$ cat src/rtl/iso_region_pkg.sv
package iso_region_pkg;
    localparam int REQ_AW     = 32;
    localparam int PAGE_SHIFT = 8;
    localparam int PAGE_W     = REQ_AW - PAGE_SHIFT;
    localparam int WORD_W     = 32;
    localparam int AGENT_W    = 5;
    localparam int LOCK_BIT   = 31;

    typedef enum logic [1:0] {
        W_LOW   = 2'd0,
        W_HIGH  = 2'd1,
        W_RMASK = 2'd2,
        W_WMASK = 2'd3
    } word_sel_e;

    typedef struct packed {
        logic              lock;
        logic [PAGE_W-1:0] lo;
        logic [PAGE_W-1:0] hi;
        logic [WORD_W-1:0] rmask;
        logic [WORD_W-1:0] wmask;
    } region_t;
endpackage

$ cat src/rtl/iso_region_slot.sv
module iso_region_slot
    import iso_region_pkg::*;
(
    input  logic                clk,
    input  logic                rst_n,
    input  logic                wr_en,
    input  logic [1:0]          wr_sel,
    input  logic [WORD_W-1:0]   wr_data,
    input  logic [1:0]          rd_sel,
    output logic [WORD_W-1:0]   rd_data,
    input  logic [PAGE_W-1:0]   req_page,
    input  logic                req_write,
    input  logic [AGENT_W-1:0]  req_agent,
    output logic                allow
);
    region_t slot_d, slot_q;
    logic    in_use, hit, perm;

    always_comb begin
        slot_d = slot_q;
        if (wr_en && !slot_q.lock) begin
            case (word_sel_e'(wr_sel))
                W_LOW: begin
                    slot_d.lock = wr_data[LOCK_BIT];
                    slot_d.lo   = wr_data[PAGE_W-1:0];
                end
                W_HIGH:  slot_d.hi    = wr_data[PAGE_W-1:0];
                W_RMASK: slot_d.rmask = wr_data;
                W_WMASK: slot_d.wmask = wr_data;
                default: slot_d = slot_q;
            endcase
        end
    end

    always_ff @(posedge clk or negedge rst_n) begin
        if (!rst_n) slot_q <= '0;
        else        slot_q <= slot_d;
    end

    always_comb begin
        rd_data = '0;
        case (word_sel_e'(rd_sel))
            W_LOW: begin
                rd_data[LOCK_BIT]   = slot_q.lock;
                rd_data[PAGE_W-1:0] = slot_q.lo;
            end
            W_HIGH:  rd_data[PAGE_W-1:0] = slot_q.hi;
            W_RMASK: rd_data = slot_q.rmask;
            W_WMASK: rd_data = slot_q.wmask;
            default: rd_data = '0;
        endcase
    end

    assign in_use = (slot_q.lo != '0) || (slot_q.hi != '0);
    assign hit    = in_use && (req_page >= slot_q.lo) && (req_page <= slot_q.hi);
    assign perm   = req_write ? slot_q.wmask[req_agent] : slot_q.rmask[req_agent];
    assign allow  = !hit || perm;

    assert_lock_freeze_R3: assert property (@(posedge clk) disable iff (!rst_n)
        slot_q.lock |=> (slot_q == $past(slot_q)));

    assert_lock_source_R4: assert property (@(posedge clk) disable iff (!rst_n)
        $rose(slot_q.lock) |-> $past(wr_en && wr_sel == 2'd0 && wr_data[LOCK_BIT]));

    assert_unused_open_R6: assert property (@(posedge clk) disable iff (!rst_n)
        (slot_q.lo == '0 && slot_q.hi == '0) |-> allow);
endmodule

$ cat src/rtl/iso_region_verdict.sv
module iso_region_verdict #(
    parameter int N_REGIONS = 8
) (
    input  logic                 clk,
    input  logic                 rst_n,
    input  logic [N_REGIONS-1:0] allow_vec,
    input  logic                 req_valid,
    output logic                 grant,
    output logic                 viol
);
    typedef struct packed {
        logic viol;
    } verdict_t;

    verdict_t v_d, v_q;

    always_comb begin
        grant    = &allow_vec;
        v_d.viol = req_valid && !grant;
    end

    always_ff @(posedge clk or negedge rst_n) begin
        if (!rst_n) v_q <= '0;
        else        v_q <= v_d;
    end

    assign viol = v_q.viol;

    assert_deny_pulses_R10: assert property (@(posedge clk) disable iff (!rst_n)
        (req_valid && !grant) |=> viol);

    assert_pulse_has_cause_R10: assert property (@(posedge clk) disable iff (!rst_n)
        viol |-> $past(req_valid && !grant));

    assert_any_veto_R8: assert property (@(posedge clk) disable iff (!rst_n)
        (allow_vec != {N_REGIONS{1'b1}}) |-> !grant);
endmodule

$ cat src/rtl/iso_region_guard.sv
module iso_region_guard
    import iso_region_pkg::*;
#(
    parameter int N_REGIONS = 8
) (
    input  logic                               clk,
    input  logic                               rst_n,
    input  logic                               cfg_we,
    input  logic [$clog2(N_REGIONS*16)-1:0]    cfg_addr,
    input  logic [31:0]                        cfg_wdata,
    output logic [31:0]                        cfg_rdata,
    input  logic                               req_valid,
    input  logic [31:0]                        req_addr,
    input  logic                               req_write,
    input  logic [4:0]                         req_agent,
    output logic                               req_grant,
    output logic                               viol_pulse
);
    localparam int CFG_AW = $clog2(N_REGIONS * 16);
    localparam int RIDX_W = CFG_AW - 4;

    logic [RIDX_W-1:0]    ridx;
    logic [1:0]           wsel;
    logic [WORD_W-1:0]    rd_arr [N_REGIONS];
    logic [N_REGIONS-1:0] allow_vec;
    logic [PAGE_W-1:0]    req_page;
    logic                 unused_low_bits;

    assign ridx     = cfg_addr[CFG_AW-1:4];
    assign wsel     = cfg_addr[3:2];
    assign req_page = req_addr[REQ_AW-1:PAGE_SHIFT];
    assign unused_low_bits = ^{cfg_addr[1:0], req_addr[PAGE_SHIFT-1:0]};

    for (genvar g = 0; g < N_REGIONS; g++) begin : g_slot
        iso_region_slot u_slot (
            .clk       (clk),
            .rst_n     (rst_n),
            .wr_en     (cfg_we && (int'(ridx) == g)),
            .wr_sel    (wsel),
            .wr_data   (cfg_wdata),
            .rd_sel    (wsel),
            .rd_data   (rd_arr[g]),
            .req_page  (req_page),
            .req_write (req_write),
            .req_agent (req_agent),
            .allow     (allow_vec[g])
        );
    end

    always_comb begin
        cfg_rdata = '0;
        if (int'(ridx) < N_REGIONS) cfg_rdata = rd_arr[ridx];
    end

    iso_region_verdict #(.N_REGIONS(N_REGIONS)) u_verdict (
        .clk       (clk),
        .rst_n     (rst_n),
        .allow_vec (allow_vec),
        .req_valid (req_valid),
        .grant     (req_grant),
        .viol      (viol_pulse)
    );

    assert_rsvd_zero_R2: assert property (@(posedge clk) disable iff (!rst_n)
        (wsel == 2'd0) |-> (cfg_rdata[30:PAGE_W] == '0));
endmodule

$ cat config.mk
export PLATFORM = sky130hd
export DESIGN_NAME = iso_region_guard
export DESIGN_NICKNAME = d
export VERILOG_FILES = /design/src/rtl/iso_region_pkg.sv /design/src/rtl/iso_region_slot.sv /design/src/rtl/iso_region_verdict.sv /design/src/rtl/iso_region_guard.sv
export SDC_FILE = /design/constraint.sdc
export NUM_CORES = 2
export LEC_CHECK = 0
export BUFFER_PORTS_ARGS = -buffer_cell sky130_fd_sc_hd__buf_2
export CORE_ASPECT_RATIO = 0.6
export CORE_UTILIZATION = 50
export CTS_CLUSTER_DIAMETER = 30
export DETAILED_ROUTE_END_ITERATION = 10
export GPL_TIMING_DRIVEN = 0
export PLACE_DENSITY = 0.66
export SLEW_MARGIN = 20
export SYNTH_ARGS = -nofsm -noshare
export SYNTH_HDL_FRONTEND = slang
export SYNTH_SLANG_ARGS = --single-unit
$ cat constraint.sdc
create_clock -name clk -period 3.3 [get_ports clk]
set_clock_uncertainty 0.15 [all_clocks]
set_input_delay 0.495 -clock clk [delete_from_list [all_inputs] [get_ports clk]]
set_output_delay 0.495 -clock clk [all_outputs]
set_load 0.02 [all_outputs]
* After elaboration in Yosys (flattened, before gate mapping)
Index checks and enable logic that the tools add are counted.
** Cells by class
- Eq/ne operators :: 10
- Mux-type cells :: 67
- Bitwise operators :: 1
- Reduce and logical (&&, ||, !) cells :: 117
- $lt $le $gt $ge :: 18
** Operator list (number)
- $pmux 24 s4 :: 8
- $reduce_bool 24->1 :: 16
- $ge 24x24->1 :: 8
- $le 24x24->1 :: 8
- $pmux 7 s2 :: 8
- $bmux 32 s3 :: 1
- $bmux 1 s5 :: 16
- $mux 32 :: 2
- $reduce_and 2->1 :: 32
- $logic_and 1x1->1 :: 33
- $mux 1 :: 24
- $pmux 1 s3 :: 8
- $logic_not 1->1 :: 17
- $logic_or 1x1->1 :: 16
- $eq 3x3->1 const B :: 4
- $reduce_and 8->1 :: 1
- $eq 3x2->1 const B :: 2
- $lt 5x6->1 const B :: 1
- $eq 2x2->1 const B :: 2
- $ge 4x4->1 const B :: 1
- $not 3->4 :: 1
- $eq 3x1->1 const B :: 1
- $logic_not 3->1 :: 1
- $eq 2x1->1 const B :: 1
- $logic_not 2->1 :: 1
** Storage, ports and cells
- Output and inout bits :: 34
- Register bits after elaboration :: 905
- Input bits :: 81
- Word-level logic and storage cells :: 254

* Depth between registers and ports, before layout
- Depth in word-level cells :: 9
- Mapped depth :: 12
- Gate-level depth less buffers :: 10

* By module
A second synthesis with hierarchy kept.
** Second synthesis, totals
- Cells, all modules :: 4846
- Area, all modules :: 55440.7 um^2
** By module, submodules not included
- iso_region_slot at g_slot[0].u_slot ... :: cells an instance 576, area each 6666.4 um^2, times used 6, sequential area each 2827.7 um^2
- iso_region_slot at g_slot[6].u_slot ... :: cells an instance 566, area each 6636.4 um^2, times used 2, sequential area each 2827.7 um^2
- iso_region_guard :: cells an instance 253, area each 2120.8 um^2, times used 1, sequential area each 0.0 um^2
- iso_region_verdict :: cells an instance 5, area each 48.8 um^2, times used 1, sequential area each 25.0 um^2

* Worst setup path before layout
Ideal clock, no wire load.
- Path kind :: input-to-output
- Start point :: input port req_addr[8]
- End point :: output port req_grant
- Data arrival time :: 2713 ps
- Setup slack :: -58 ps
- Required time :: 2655 ps
- Buffers on the path :: 0
- Stages on the path :: 10
- Cell sequence :: inv_1 ha_1 nand2b_1 a2111oi_0 nor4_1 o311ai_0 a211oi_1 o211a_1 a31oi_1 and3_1
** On the way
- Word-level cells in the longest chain between the ends :: 6
- Elaborated cells on any way between the ends :: 49
- Classes of those cells :: order compare: 16; reduce/logical: 33
** RTL lines
- start, declared :: line iso_region_guard.sv:13 : input logic [31:0] req_addr,
- $ge 24x24->1 :: line iso_region_slot.sv:55 : assign hit = in_use && (req_page >= slot_q.lo) && (req_page <= slot_q.hi);
- $logic_and 1x1->1 (2 in a row) :: line iso_region_slot.sv:55
- $logic_not 1->1 :: line iso_region_slot.sv:57 : assign allow = !hit || perm;
- $logic_or 1x1->1 :: line iso_region_slot.sv:57
- $reduce_and 8->1 * :: line iso_region_verdict.sv:18 : grant = &allow_vec;
- end, declared :: line iso_region_guard.sv:16 : output logic req_grant,
Every way passes the cells marked *; elsewhere a longest branch is shown, timed or not.

* Worst setup path after layout
- Start point :: input port req_agent[2]
- End point :: output port req_grant
** On the way
- Word-level cells in the longest chain between the ends :: 5
- Elaborated cells on any way between the ends :: 49
- Classes of those cells :: mux: 40; reduce/logical: 9
** RTL lines
- start, declared :: line iso_region_guard.sv:15 : input logic [4:0] req_agent,
- $bmux 1 s5 :: line iso_region_slot.sv:56 : assign perm = req_write ? slot_q.wmask[req_agent] : slot_q.rmask[req_agent];
- $mux 1 (implied by the code) :: line iso_region_slot.sv:56
- $mux 1 :: line iso_region_slot.sv:56
- $logic_or 1x1->1 :: line iso_region_slot.sv:57
- $reduce_and 8->1 * :: line iso_region_verdict.sv:18
Every way passes the cells marked *; elsewhere a longest branch is shown, timed or not. The select of a mux whose other input is x is not followed.

==> out/qor.yml <==
status:
  status: "finished, violations left"
  violations: "setup timing"
route:
  drt-vias-per-instance: 7.55
  drt_first_pass_iters: 8
  wirelength_mm: 324
  drt_iter0_markers: 9946
  route.antenna.remaining_nets: 0
  dr_total_vias: 52300
  final_routed_drc_violation_total: 0
  average_routed_wire_per_standard_cell_um: 46.8
yosys:
  synthesis.instances: 4874
  netlist-cell-type-count: 61
  synth_seq_cells: 905
  yosysSeqAreaShare: 0.408
  synth_area_leaders: "sky130_fd_sc_hd__dfrtp_1 41%, sky130_fd_sc_hd__mux2_2 15%, sky130_fd_sc_hd__mux4_2 11%"
  syn_area_per_cell_sq_um: 11.4
  synth_ff_type: "sky130_fd_sc_hd__dfrtp_1"
  synth_edf_count: 0
  syn_area_sq_um: 55500
  synthDominantAreaCellType: "sky130_fd_sc_hd__dfrtp_1"
  async_reset_ff_frac: 1.00
  synth_top_area_frac: 0.408
  synth.yosys.warnings: 0
  synth_nets: 5339
clock_tree:
  cts_buffer_depth: 3
  clk_latency_worst_skew_pair_ps: 840
  clk_transition_reported_paths_ps: 60
  cts_inserted_buffers: 167
  cts_root_buffer: "sky130_fd_sc_hd__clkbuf_16"
  tritoncts_clock_tree: "built"
  cts_sinks: 905
  h-tree-depth: 4
setup_path:
  setup.worst_path.start_class: "input port"
  worst_path_required_ps: 2650
  r2r_slack_ps: 100
  criticalPathCategory: "in -> out"
  crit_fanout: 11
  critical_path_arrival_ps: 3940
  worst_setup_path_end_kind: "output port"
floorplanning:
  die_width_um: 432
  chipHeight_um: 260
  design.portCount: 115
  rows: 94
  initial_core_util: 0.505
  dieArea_sq_um: 112000
  core-area_sq_um: 110000
cells_and_area:
  postLayoutCoreUtil: 0.619
  area_growth_pct: 22.6
  layout_cell_share_with_drive_strength_beyond_1: 0.361
  final_common_cell: "sky130_fd_sc_hd__dfrtp_1"
  nFillCells: 8862
  final_net_count: 5739
  layout.cells.most_common_list: "843 x sky130_fd_sc_hd__dfrtp_1, 739 x sky130_fd_sc_hd__mux2_2, 384 x sky130_fd_sc_hd__ha_1, 368 x sky130_fd_sc_hd__inv_1, 360 x sky130_fd_sc_hd__nand2_1"
timing:
  clock.fmax_ghz: 0.218
  setup-tns-final_ps: -11500
  setup_slack_ps: -1290
  report.final.slew_viol_count: 0
  rsz0062_at_grt: "yes"
  worst_slew_margin_rel: 0.0644
  final.period_utilization: 1.39
  worst_slew_pin_slew_ps: 1400
  finalWorstPathRequiredPeriod_ps: 4590
  hold_viol_final: 0
  finalSetupViolations: 53
power:
  power.share.sequential: 0.347
  power.density_nw_per_um2: 713
  power.net_switching_mw: 18.1
  power.share.combinational: 0.272
  p_leak_nw: 30.3
  share_clk_of_total_power: 0.381
  p_sw_frac: 0.373
  ir_drop_mv: 0.459
  p_int_mw: 30.4
global_route:
  overflow: 0
  grt_pass1_wl_mm: 421
  grt_start_max_net_pins: 129
  grt_usage: 0.570
  vias_in_the_first_global_route: 47100
  number_of_antenna_violations_at_the_first_check_in_global_routing: 33
run:
  drv_cap: 0
placed_design:
  dpl.hpwl_mm: 237
  place_congestion: 1.15
  place.port_buffers: 97
hold_path:
  class_of_the_worst_hold_path: "in -> reg"
==> Yosys cell counts (9+ instances only) <==
cell	n
sky130_fd_sc_hd__nand2_1	366
sky130_fd_sc_hd__a211oi_1	32
sky130_fd_sc_hd__nand2b_1	19
sky130_fd_sc_hd__o211ai_1	35
sky130_fd_sc_hd__a31oi_1	13
sky130_fd_sc_hd__a21oi_1	212
sky130_fd_sc_hd__nor3b_1	10
sky130_fd_sc_hd__o21ai_0	342
sky130_fd_sc_hd__nor3_1	37
sky130_fd_sc_hd__o22ai_1	38
sky130_fd_sc_hd__mux4_1	10
sky130_fd_sc_hd__nor4_1	109
sky130_fd_sc_hd__buf_4	13
sky130_fd_sc_hd__dfrtp_1	905
sky130_fd_sc_hd__nor2_1	116
sky130_fd_sc_hd__nand3_1	41
sky130_fd_sc_hd__nor2b_1	28
sky130_fd_sc_hd__a21o_1	50
sky130_fd_sc_hd__a222oi_1	9
sky130_fd_sc_hd__buf_2	59
sky130_fd_sc_hd__buf_1	67
sky130_fd_sc_hd__nand4_1	91
sky130_fd_sc_hd__a22oi_1	22
sky130_fd_sc_hd__inv_1	375
sky130_fd_sc_hd__mux2i_1	122
sky130_fd_sc_hd__a221oi_1	16
sky130_fd_sc_hd__o221ai_1	30
sky130_fd_sc_hd__ha_1	384
sky130_fd_sc_hd__clkbuf_1	204
sky130_fd_sc_hd__a21boi_0	13
sky130_fd_sc_hd__mux4_2	262
sky130_fd_sc_hd__mux2_2	750
==> state kept, by name, summed over array words and instances, names as in the netlist <==
register and cells:
u_verdict.viol 1, g_slot.u_slot.slot_q 904
==> routing by layer <==
layer | up-vias | share of wire | GRT usage
met4 | 46 | 0.067 | 0.310
li1 | 19000 | - | -
met1 | 26500 | 0.37 | 0.726
met5 | - | 0.0068 | 0.0761
met2 | 5666 | 0.34 | 0.646
met3 | 1141 | 0.22 | 0.454
==> cells by family after synthesis <==
family,after synthesis,share of synthesized area
mux,1152,0.287
flops,905,0.408
compound gates,859,0.0927
simple gates,850,0.0731
buf+inv,724,0.0521
fa+ha+maj,384,0.0866
==> layout make-up <==
type,count,area (sq um),area share
sequential,905,22700,0.334
tap,1488,1860,0.0274
clock buffer,204,4570,0.0672
inverter,376,1430,0.0210
timing repair buffer,236,2210,0.0325
buffer,343,2710,0.0399
clock inverter,104,1340,0.0197
multi-input combinational,3245,31100,0.457
antenna,24,60.1,0.000884
==> worst max-delay path, cell delays in order <==
cell,delay [ps]
sky130_fd_sc_hd__buf_2,140
sky130_fd_sc_hd__buf_6,200
sky130_fd_sc_hd__clkbuf_4,340
sky130_fd_sc_hd__nand2b_1,540
sky130_fd_sc_hd__o22ai_1,320
sky130_fd_sc_hd__nor3_2,80
sky130_fd_sc_hd__nor4_2,330
sky130_fd_sc_hd__nand3_2,240
sky130_fd_sc_hd__a211oi_4,590
sky130_fd_sc_hd__nor4_4,130
sky130_fd_sc_hd__buf_12,180
sky130_fd_sc_hd__and3_1,170
sky130_fd_sc_hd__buf_4,150
==> final timing paths <==
kind / startpoint / endpoint / cells past startpoint
hold / removal: cfg_wdata[12] / g_slot[6].u_slot.slot_q[12] / 2
setup / recovery: req_agent[2] / req_grant / 13
setup reg to reg: g_slot[7].u_slot.slot_q[112] / g_slot[7].u_slot.slot_q[28] / 4
max in group asynchronous: rst_n / g_slot[4].u_slot.slot_q[31] / 7
min in group asynchronous: rst_n / g_slot[0].u_slot.slot_q[78] / 3
hold reg to reg: g_slot[2].u_slot.slot_q[112] / g_slot[2].u_slot.slot_q[112] / 1
==> stage by stage <==
step / total power [mW] / instance area, sq um / hold WS [ps] / setup WS (ps) / cells
2_1_floorplan: 21.6 / 55500 / 49.4 / -7.68 / 4874
3_3_place_gp: 27.2 / 57800 / 324 / -19070 / 6459
3_5_place_dp: 27.5 / 58200 / 324 / -3030 / 6474
4_1_cts: 46.6 / 67200 / 8.87 / -1020 / 6876
5_1_grt: 48.9 / 67900 / 50.5 / -1130 / 6901
6_report: 48.5 / 68000 / 52.5 / -1290 / 6925
==> power by group through the flow <==
stage,combinational [mW],clock [mW],sequential (mW)
after global placement,10.7,0,16.5
after CTS,12.1,18.3,16.3
after global routing,13.4,18.8,16.7
final,13.2,18.5,16.8
after detailed placement,11.0,0,16.5
after floorplan,6.81,0,14.7
==> what timing repair did <==
action,CTS,global route
setup buffers,69,23
hold buffers,32,0
pin swaps,59,36
cloned,0,2
setup endpoints to repair,217,199
resized for setup,697,128
endpoints found under the hold margin,215,0
Note: power is estimated with default switching activity, not from simulation.
